==> src/rtl/errbit_pkg.sv <==
package errbit_pkg;

  localparam int NUM_ERR = 3;

  typedef enum logic [1:0] {
    ERR_RISE  = 2'd0,
    ERR_SHORT = 2'd1,
    ERR_LONG  = 2'd2
  } err_kind_e;

  typedef struct packed {
    logic stop_on_bre;
    logic bre_eb;
    logic lbp_eb;
    logic bcast_quiet;
    logic listen;
  } policy_t;

  // Layered decision for one error kind: broadcast rules override per-error enables.
  function automatic logic lane_wants(input err_kind_e kind, input policy_t p,
                                      input logic bcast);
    logic w;
    w = 1'b0;
    if (bcast && p.bcast_quiet) begin
      w = 1'b0;
    end else begin
      unique case (kind)
        ERR_RISE:  w = p.stop_on_bre && (bcast || p.bre_eb);
        ERR_SHORT: w = !(bcast && p.listen);
        ERR_LONG:  w = bcast || p.lbp_eb;
        default:   w = 1'b0;
      endcase
    end
    return w;
  endfunction

endpackage

==> src/rtl/errbit_decide.sv <==
module errbit_decide
  import errbit_pkg::*;
(
  input  logic               clk,
  input  logic               rst,
  input  logic [NUM_ERR-1:0] err_i,
  input  logic               bcast_i,
  input  policy_t            pol_i,
  output logic               stop_q,
  output logic               req_q
);

  logic [NUM_ERR-1:0] want;

  for (genvar i = 0; i < NUM_ERR; i++) begin : g_lane
    assign want[i] = err_i[i] && lane_wants(err_kind_e'(i), pol_i, bcast_i);
  end

  always_ff @(posedge clk) begin
    if (rst) begin
      stop_q <= 1'b0;
      req_q  <= 1'b0;
    end else begin
      stop_q <= err_i[ERR_RISE] && pol_i.stop_on_bre;
      req_q  <= |want;
    end
  end


  bcast_quiet_chk: assert property (@(posedge clk) disable iff (rst)
    (bcast_i && pol_i.bcast_quiet) |=> !req_q);


  listen_short_chk: assert property (@(posedge clk) disable iff (rst)
    (bcast_i && pol_i.listen && !err_i[ERR_RISE] && !err_i[ERR_LONG]) |=> !req_q);


  stop_cause_chk: assert property (@(posedge clk) disable iff (rst)
    stop_q |-> $past(err_i[ERR_RISE]));


  short_unicast_chk: assert property (@(posedge clk) disable iff (rst)
    (!bcast_i && err_i[ERR_SHORT]) |=> req_q);

endmodule

==> src/rtl/errbit_driver.sv <==
module errbit_driver #(
  parameter int BIT_CLKS = 8
) (
  input  logic clk,
  input  logic rst,
  input  logic req_i,
  output logic low_o
);

  localparam int ERR_CLKS = (BIT_CLKS * 3) / 2;
  localparam int CW       = $clog2(ERR_CLKS + 1);

  logic [CW-1:0] cnt;
  logic [CW:0]   run_len;

  always_ff @(posedge clk) begin
    if (rst) begin
      low_o <= 1'b0;
      cnt   <= '0;
    end else if (!low_o) begin
      if (req_i) begin
        low_o <= 1'b1;
        cnt   <= CW'(ERR_CLKS - 1);
      end
    end else if (cnt == '0) begin
      low_o <= 1'b0;
    end else begin
      cnt <= cnt - CW'(1);
    end
  end

  // independent run-length counter for window checks
  always_ff @(posedge clk) begin
    if (rst || !low_o) run_len <= '0;
    else               run_len <= run_len + (CW+1)'(1);
  end


  errbit_len_chk: assert property (@(posedge clk) disable iff (rst)
    $fell(low_o) |-> ($past(run_len) == (CW+1)'(ERR_CLKS - 1)));


  no_overrun_chk: assert property (@(posedge clk) disable iff (rst)
    low_o |-> (run_len < (CW+1)'(ERR_CLKS)));


  start_cause_chk: assert property (@(posedge clk) disable iff (rst)
    $rose(low_o) |-> $past(req_i));

endmodule

==> src/rtl/rx_errbit_policy.sv <==
module rx_errbit_policy
  import errbit_pkg::*;
#(
  parameter int BIT_CLKS = 8
) (
  input  logic clk,
  input  logic rst,
  input  logic bre_err_i,
  input  logic sbp_err_i,
  input  logic lbp_err_i,
  input  logic bcast_i,
  input  logic cfg_stop_on_bre_i,
  input  logic cfg_bre_eb_i,
  input  logic cfg_lbp_eb_i,
  input  logic cfg_bcast_quiet_i,
  input  logic cfg_listen_i,
  output logic stop_rx_o,
  output logic line_low_o,
  output logic busy_o
);

  logic [NUM_ERR-1:0] errs;
  policy_t            pol;
  logic               req;
  logic               low;

  always_comb begin
    errs = '0;
    errs[ERR_RISE]  = bre_err_i;
    errs[ERR_SHORT] = sbp_err_i;
    errs[ERR_LONG]  = lbp_err_i;
  end

  assign pol = '{stop_on_bre: cfg_stop_on_bre_i, bre_eb: cfg_bre_eb_i,
                 lbp_eb: cfg_lbp_eb_i, bcast_quiet: cfg_bcast_quiet_i,
                 listen: cfg_listen_i};

  errbit_decide u_decide (
    .clk    (clk),
    .rst    (rst),
    .err_i  (errs),
    .bcast_i(bcast_i),
    .pol_i  (pol),
    .stop_q (stop_rx_o),
    .req_q  (req)
  );

  errbit_driver #(.BIT_CLKS(BIT_CLKS)) u_driver (
    .clk  (clk),
    .rst  (rst),
    .req_i(req),
    .low_o(low)
  );

  assign line_low_o = low;
  assign busy_o     = low;


  reset_quiet_chk: assert property (@(posedge clk)
    $past(rst) |-> (!stop_rx_o && !line_low_o));

endmodule

==> config.mk <==
export PLATFORM = sky130hd
export DESIGN_NAME = rx_errbit_policy
export DESIGN_NICKNAME = d
export VERILOG_FILES = /design/src/rtl/errbit_pkg.sv /design/src/rtl/errbit_decide.sv /design/src/rtl/errbit_driver.sv /design/src/rtl/rx_errbit_policy.sv
export SDC_FILE = /design/constraint.sdc
export NUM_CORES = 1
export LEC_CHECK = 0
export BUFFER_PORTS_ARGS = -buffer_cell sky130_fd_sc_hd__buf_2
export CORE_AREA = 2 2 39 41
export CTS_BUF_LIST = sky130_fd_sc_hd__clkbuf_4 sky130_fd_sc_hd__clkbuf_8 sky130_fd_sc_hd__clkbuf_16
export DETAILED_ROUTE_END_ITERATION = 7
export DIE_AREA = 0 0 41 43
export MAX_ROUTING_LAYER = met4
export PLACE_DENSITY = 0.56
export SETUP_SLACK_MARGIN = 0.4
export SLEW_MARGIN = 0
export SYNTH_ARGS = -nofsm -noshare
export SYNTH_HDL_FRONTEND = slang
export SYNTH_SLANG_ARGS = --single-unit
==> constraint.sdc <==
create_clock -name clk -period 3.5 [get_ports clk]
set_input_delay 0.7 -clock clk [delete_from_list [all_inputs] [get_ports clk]]
set_output_delay 0.7 -clock clk [all_outputs]
set_load 0.02 [all_outputs]
# Word level (Yosys, flattened, before mapping)
# Index checks and enable logic that the tools add are counted.
# word_totals
ff_bits	7
latch_bits	0
mem_bits_rw	0
rom_bits	0
input_bits	11
out_inout_bits	3
n_memories	0
# classes
n_addsub	1
mul	0
div_mod_pow	0
magnitude_cmp	0
n_eq_ne	1
shift	0
mux	9
bitwise_logic	0
n_reduce_logical	14
# op_table
operator	n
$mux 4	3
$logic_and 1x1->1	7
$mux 1	6
$logic_not 4->1	1
$sub 4x1->4 const B	1
$reduce_or 3->1	1
$logic_or 1x1->1	2
$ne 2x2->1 const B	1
$reduce_and 2->1	1
$reduce_bool 2->1	1
$logic_not 1->1	1

# Depth between registers and ports, before layout
# Gate-level depths: netlist of the first run.
# logic_depth
depth_word	5
mapped_depth	5

# Modules after synthesis
# Synthesis of the first run repeated with hierarchy kept, for this count alone.
# hier_totals
cells_unflattened	35
area_unflattened_um2	332.8
# by_module_without_submodules
module	n_inst	cells_per_inst	area_per_inst_um2
errbit_driver	1	25	244.0
errbit_decide	1	9	81.3
rx_errbit_policy	1	1	7.5

# Worst setup path after synthesis of the first run
# OpenSTA, ideal clock, no wires.
# synth_path
kind	input port to flip-flop
start	in lbp_err_i
end	reg u_decide.req_q
arrival_ns	1.225
required_time_ns	3.374
path_slack_ns	2.150
path_stages	3
path_buffers	0
cell_sequence	a2111oi_0 a211o_1 a31oi_1
# synth_via
elab_chain_len	2
# synth_lines
item	line	text
start, declared	rx_errbit_policy.sv:10	input logic lbp_err_i,
$logic_and 1x1->1	errbit_decide.sv:16	assign want[i] = err_i[i] && lane_wants(err_kind_e'(i), pol_i, bcast_i);
$reduce_or 3->1	errbit_decide.sv:25	req_q <= |want;
end signal, assigned	errbit_decide.sv:25	
end, declared	errbit_decide.sv:10	output logic req_q
# Every way passes these cells.
# A chain may end at the register's enable or synchronous reset.

# Final worst setup path of the first run
# layout_path
start	reg u_driver.low_o
end	out line_low_o
# layout_lines
item	line	text
start, declared	errbit_driver.sv:7	output logic low_o
start signal, assigned	errbit_driver.sv:18	low_o <= 1'b0;
start signal, assigned	errbit_driver.sv:22	low_o <= 1'b1;
start signal, assigned	errbit_driver.sv:26	low_o <= 1'b0;
end, declared	rx_errbit_policy.sv:18	output logic line_low_o,
# No word-level cell between the ends.

==> impl_results.md, run 1 <==
* CP max-delay cell: dfxtp_1
* Worst reg2reg startpoint: u_driver.cnt[0]$_SDFFE_PP0P_
* Number of CTS-inserted buffers at 3
* Total track usage at 0.0935
* Initial antenna violation count at 0
* CTS clock-pin slew for the worst setup and hold paths at 0.06 ns
* Count of final setup violators at 0
* Final worst setup slack at 1.84 ns
* # nets final at 64
* Worst Path Max Fanout at 10
* Tmin final at 1.66 ns
* Leakage at 0.190 nW
* Core Region at 0.00138 sq mm
* CP Data Arrival Time at 0.96 ns
* Largest net degree at the start of global routing at 11
* Gate Count Post-Synth at 36
* Area added between synthesis and finish at 29.2%
* Worst path buffer plus inverter count at 1
* PD cells at 493 mW/mm^2
* Die ar. at ~0.0018 sq mm
* Syn_nets at 48
* Synthesized flop and latch total at 7
* Clock Tree Buf Depth at 2
* Fillers at 145
* Gr ovfl total at 0
* TritonCTS clock tree: built
* R2r setup slk at 2.22 ns
* Router iterations before antenna repair at 2
* Setup_tns at 0 ns
* Max-cap violations at 0
* Status: completed
* Skew final at 0.00268 ns
* Hold_sp: u_decide.req_q$_SDFF_PP0_
* CTS resizes at 0
* Synth Area per Inst at approximately 9.5 sq um
* Routed Antenna Nets at 0
* Max incr delay on CP at 0.49 ns
* Port bufs at 13
* Sequential element share of the synthesized area at 0.409
* Initial Util at 0.248
* Startpoint types: flip-flop
* Ranking of synthesized cells by area: dfxtp_1 41%, nor4b_4 6.9%, a21oi_1 5.8%
* Post-Route WL at 668 um
* Slew Viols, Final at 0
* Clk_lat worst skew at 0.25 ns
* RD Place Congestion at 0.643
* FF-to-FF End: u_driver.cnt[1]$_SDFFE_PP0P_
* Global-route wire length before repair at 1010 um
* Type of the worst setup path: flip-flop to primary output
* # H-tree levels at 1
* Cells on worst reg2reg path at 5
* Endpoint type of the worst setup path: primary output
* Root Driver: clkbuf_4
* Cell Area, Synth at 343 sq um
* Routed len/inst at approximately 10 um
* Critical Path, Cell by Cell: buf_2
* Synth top area share at 0.409
* Fmax at 0.601 GHz
* Slew HR at 0.748
* Netlist cell types at 17
* Hold Path End: u_driver.cnt[3]$_SDFFE_PP0P_
* CTS Hold Bufs at 0
* Dpl ws at between 1.5 and 2 ns
* Vias/cell at approximately 4.6
* Multi-input logic area at 180 sq um
* Register area at 140 sq um
* # Post-CTS Setup Buffers at 0
* Top Ports at 14
* RSZ-0062 raised after global routing: no
* Fraction of layout instances using a drive strength above 1 at 0.353
* N_diodes at 0
* Fin crit share at 0.476
* Die Span X at slightly above 40 um
* Worst hold-check path type: flip-flop to flip-flop
* Total clock sinks at 7
* Remaining DRCs at 0
* Via count at 305
* Vias in the first global route at approximately 250
* 1st-iter DRT viols at 2
* Hold Path Depth at 2
* Die Span Y at between 40 and 50 um
* Top delay family on crit path: flip-flops
* Data required, critical path at 2.80 ns
* YS warnings at 0
* Hold Vio Cnt, Final at 0
* Area leader, netlist: dfxtp_1
* Worst Tran Pin Value at 0.369 ns
* Maximum VDD drop at 151 uV
* Row count at 14
cell type report:
cell class,count,share of cell area
flip-flops and latches,7,0.316
multi-input cells,25,0.407
inverters,2,0.0169
repair buffers,13,0.147
well taps,16,0.0452
clock buffers,4,0.0678
kinds of logic after synthesis:
group / synth area share
AOI/OAI and AO/OA: 0.208
adders and majority gates: 0.0365
buffers and inverters: 0.0657
DFF: 0.409
muxes: 0.0584
and+or+nand+nor: 0.223
routing by layer:
layer	GRT usage	vias to the layer above	wire length, um
li1	-	160	-
met1	0.115	131	310
met3	0.0314	0	49
met5	-	-	0
met4	0.100	0	0
met2	0.106	14	308
placed cells by master (no fill, tap or decap), drive strengths merged:
cell type   n
a31oi       1
clkbuf      4
nand4bb     1
dfxtp       7
a31o        2
a2111oi     1
a21oi       4
ha          1
nand2       4
mux2i       2
a211o       1
nor2        3
inv         2
nor4b       1
nand4b      1
buf        13
nand2b      1
o21ai       2
cells in the mapped netlist:
cell type,number
a2111oi_0,1
a211o_1,1
a21oi_1,4
a31o_1,2
a31oi_1,1
buf_4,2
dfxtp_1,7
ha_1,1
inv_1,2
mux2i_1,2
nand2_1,4
nand2b_1,1
nand4b_1,1
nand4bb_1,1
nor2_1,3
nor4b_4,1
o21ai_0,2
per-stage QoR:
stage | power [mW] | std cells | hold WS, ns | util | cell area, sq um
5_1_grt | 0.234 | 67 | 0.524 | 0.320 | 443
3_3_place_gp | 0.138 | 63 | 0.477 | 0.298 | 413
4_1_cts | 0.224 | 67 | 0.490 | 0.320 | 443
6_report | 0.218 | 67 | 0.485 | 0.320 | 443
2_1_floorplan | 0.127 | 36 | 0.448 | - | 343
3_5_place_dp | 0.139 | 63 | 0.483 | 0.298 | 413
where the power goes:
part | internal, mW | switching, mW | total, mW
registers | 0.0875 | 0.00912 | 0.0967
clock network | 0.0513 | 0.0307 | 0.0820
logic | 0.0200 | 0.0198 | 0.0398
total | 0.159 | 0.0596 | 0.218
sequential cells by signal, indices dropped and copies added (netlist names):
name and cells:
u_decide.req_q 1, u_decide.stop_q 1, u_driver.cnt 4, u_driver.low_o 1
worst max path at each step:
| stage | depth (start not counted) | from | endpoint |
|---|---|---|---|
| floorplan | 3 | lbp_err_i | u_decide.req_q$_SDFF_PP0_ |
| global placement | 4 | lbp_err_i | u_decide.req_q$_SDFF_PP0_ |
| detailed placement | 4 | lbp_err_i | u_decide.req_q$_SDFF_PP0_ |
| CTS | 1 | u_driver.low_o$_SDFF_PP0_ | line_low_o |
| global route | 1 | u_driver.low_o$_SDFF_PP0_ | busy_o |
| finish | 1 | u_driver.low_o$_SDFF_PP0_ | line_low_o |
Note: power is estimated with default switching activity, not from simulation.
==> run 2, diff against run 1 <==
Clock period 3.5 ns to 1.6 ns, I/O delays scaled along.
==> run 2 against run 1 <==
  * Wire length decreased by 0.30%
  * Clock skew is 0.0025 ns lower
  * Largest cell class unchanged
  * Die area stayed put
  * Design area is 7.3% higher
  * Non-clock buffer count did not move
  * Clock power rose by 100%
  * Sequential cell count unchanged
  * Clock-buffer cell count did not move
==> impl_results.md, run 2 (synthesis results as in run 1) <==
* Status: completed
* Routed Antenna Nets at 0 (unchanged)
* Number of CTS-inserted buffers at 3 (unchanged)
* Highest Signal Layer: met4
* Worst reg2reg startpoint: u_driver.cnt[1]$_SDFFE_PP0P_
* Global-route wire length before repair at 993 um (-1.4%)
* Gr ovfl total at 0 (unchanged)
* TritonCTS clock tree: built
* Top Ports at 14 (unchanged)
* Initial antenna violation count at 0 (unchanged)
* Remaining DRCs at 0 (unchanged)
* Initial Util at 0.248 (unchanged)
* Leakage at 0.193 nW (+1.5%)
* Port bufs at 13 (unchanged)
* CTS clock-pin slew for the worst setup and hold paths at 0.05 ns (about the same)
* Clk_lat worst skew at 0.24 ns (about the same)
* Total track usage at 0.0888 (-0.00477)
* Routed len/inst at 9.94 um (-0.30%)
* Detailed Place HPWL at 503 um
* Wire length on met1 at 299 um (-3.5%)
* Data required, critical path at 1.77 ns (-1.03 ns)
* # H-tree levels at 1 (unchanged)
* Placed cell count at 63 (unchanged)
* WL met2 at 300 um (-2.6%)
* Via count at 313 (+2.6%)
* Startpoint types: flip-flop
* Setup_tns at 0 ns (unchanged)
* 1st-iter DRT viols at 2 (unchanged)
* RSZ-0062 raised after global routing: yes
* Fin crit share at 0.721
* Tmin final at 1.15 ns
* Row count at 14 (unchanged)
* RD Place Congestion at 0.643 (about the same)
* Slew Viols, Final at 0 (unchanged)
* Largest Register: u_driver.cnt
* CTS Hold Bufs at 0 (unchanged)
* Die ar. at 0.00176 sq mm (unchanged)
* Core Region at 0.00138 sq mm (unchanged)
* Max-cap violations at 0 (unchanged)
* Worst Tran Pin Value at 0.377 ns (+0.00822 ns)
* Most common cell after layout, fill and taps aside: buf_2
* # Post-CTS Setup Buffers at 0 (unchanged)
* CP startpoint: u_driver.cnt[1]$_SDFFE_PP0P_
* Hold Vio Cnt, Final at 0 (unchanged)
* Total clock sinks at 7 (unchanged)
* # nets final at 64 (unchanged)
* Count of final setup violators at 0 (unchanged)
* Most frequent cells in the layout: 13 x buf_2, 6 x dfxtp_1, 4 x a21oi_1, 4 x nand2_1, 4 x clkbuf_4
* N_diodes at 0 (unchanged)
* Maximum VDD drop at 384 uV (+150%)
* Non-filler instance count after layout at 67 (unchanged)
* Worst hold-check path type: primary input to flip-flop
* Slew HR at 0.742 (-0.00562)
* Endpoint type of the worst setup path: flip-flop
* R2r setup slk at 0.45 ns (-1.77 ns)
* Router iterations before antenna repair at 3 (+1)
* Root Driver: clkbuf_4
* Worst Path Max Fanout at 4 (-6)
* Hold_sp: bre_err_i
* Fraction of layout instances using a drive strength above 1 at 0.412 (+0.0588)
* Die Span Y at 43 um (unchanged)
* Clock Tree Buf Depth at 2 (unchanged)
* Skew final at 0.000141 ns (-0.00254 ns)
* Fmax at 0.867 GHz
* Area added between synthesis and finish at 38.7%
* Post-Route WL at 666 um (-0.30%)
* Max reg flops at 4 (unchanged)
* Type of the worst setup path: flip-flop to flip-flop
* Vias/cell at 4.67 (+2.6%)
* Die Span X at 41 um (unchanged)
* Largest net degree at the start of global routing at 11 (unchanged)
* Metal3 WL at 52 um (+6.1%)
* PD cells at 1030 mW/mm^2 (+110%)
* Vias in the first global route at 269 (+9.8%)
* CP Data Arrival Time at 1.32 ns (+0.36 ns)
[run 2: what timing repair did]
item	in CTS	in global routing
endpoints found under the setup margin	4	5
hold endpoints to repair	0	0
cloned	0	0
resized for setup	4	2
pin swaps	1	0
[run 2: worst paths after layout]
kind / end / cells past startpoint
setup reg to reg: u_driver.cnt[1]$_SDFFE_PP0P_ / 5
hold reg to reg: u_driver.cnt[3]$_SDFFE_PP0P_ / 2
hold / removal: u_decide.stop_q$_SDFF_PP0_ / 3
setup / recovery: u_driver.cnt[1]$_SDFFE_PP0P_ / 5
[run 2: where the power goes]
group,total (mW),internal (mW),switching (mW)
Sequential,0.214,0.192,0.0214
Clock,0.166,0.111,0.0550
Combinational,0.108,0.0570,0.0513
[run 2: critical path: stages (launching register included)]
cell and delay, ns:
dfxtp_1 0.32, inv_1 0.12, ha_4 0.18, nand4bb_4 0.13, a31o_1 0.23, a21oi_1 0.10
[run 2: layer usage]
| metal | vias up | global-route usage |
|---|---|---|
| li1 | 161 | - |
| met4 | 0 | 0.0800 |
| met5 | - | - |
| met2 | 14 | 0.103 |
| met3 | 2 | 0.0314 |
| met1 | 136 | 0.114 |
[run 2: area by class of cell]
cell class / count / area, sq um
flip-flops and latches: 7 / 144
well taps: 16 / 20.0
clock buffers: 4 / 30.0
inverters: 2 / 7.51
repair buffers: 13 / 65.1
fillers: 140 / 908
multi-input cells: 25 / 209
[run 2: metrics by stage]
step / area, sq um / hold WS, ns / setup WS, ns / utilization / power (mW)
3_5_place_dp: 413 / 0.479 / 0.364 / 0.298 / 0.302
6_report: 475 / 0.319 / 0.447 / 0.344 / 0.488
2_1_floorplan: 343 / 0.389 / 0.403 / - / 0.278
4_1_cts: 457 / 0.319 / 0.417 / 0.330 / 0.486
3_3_place_gp: 413 / 0.475 / 0.370 / 0.298 / 0.302
5_1_grt: 475 / 0.329 / 0.373 / 0.344 / 0.522
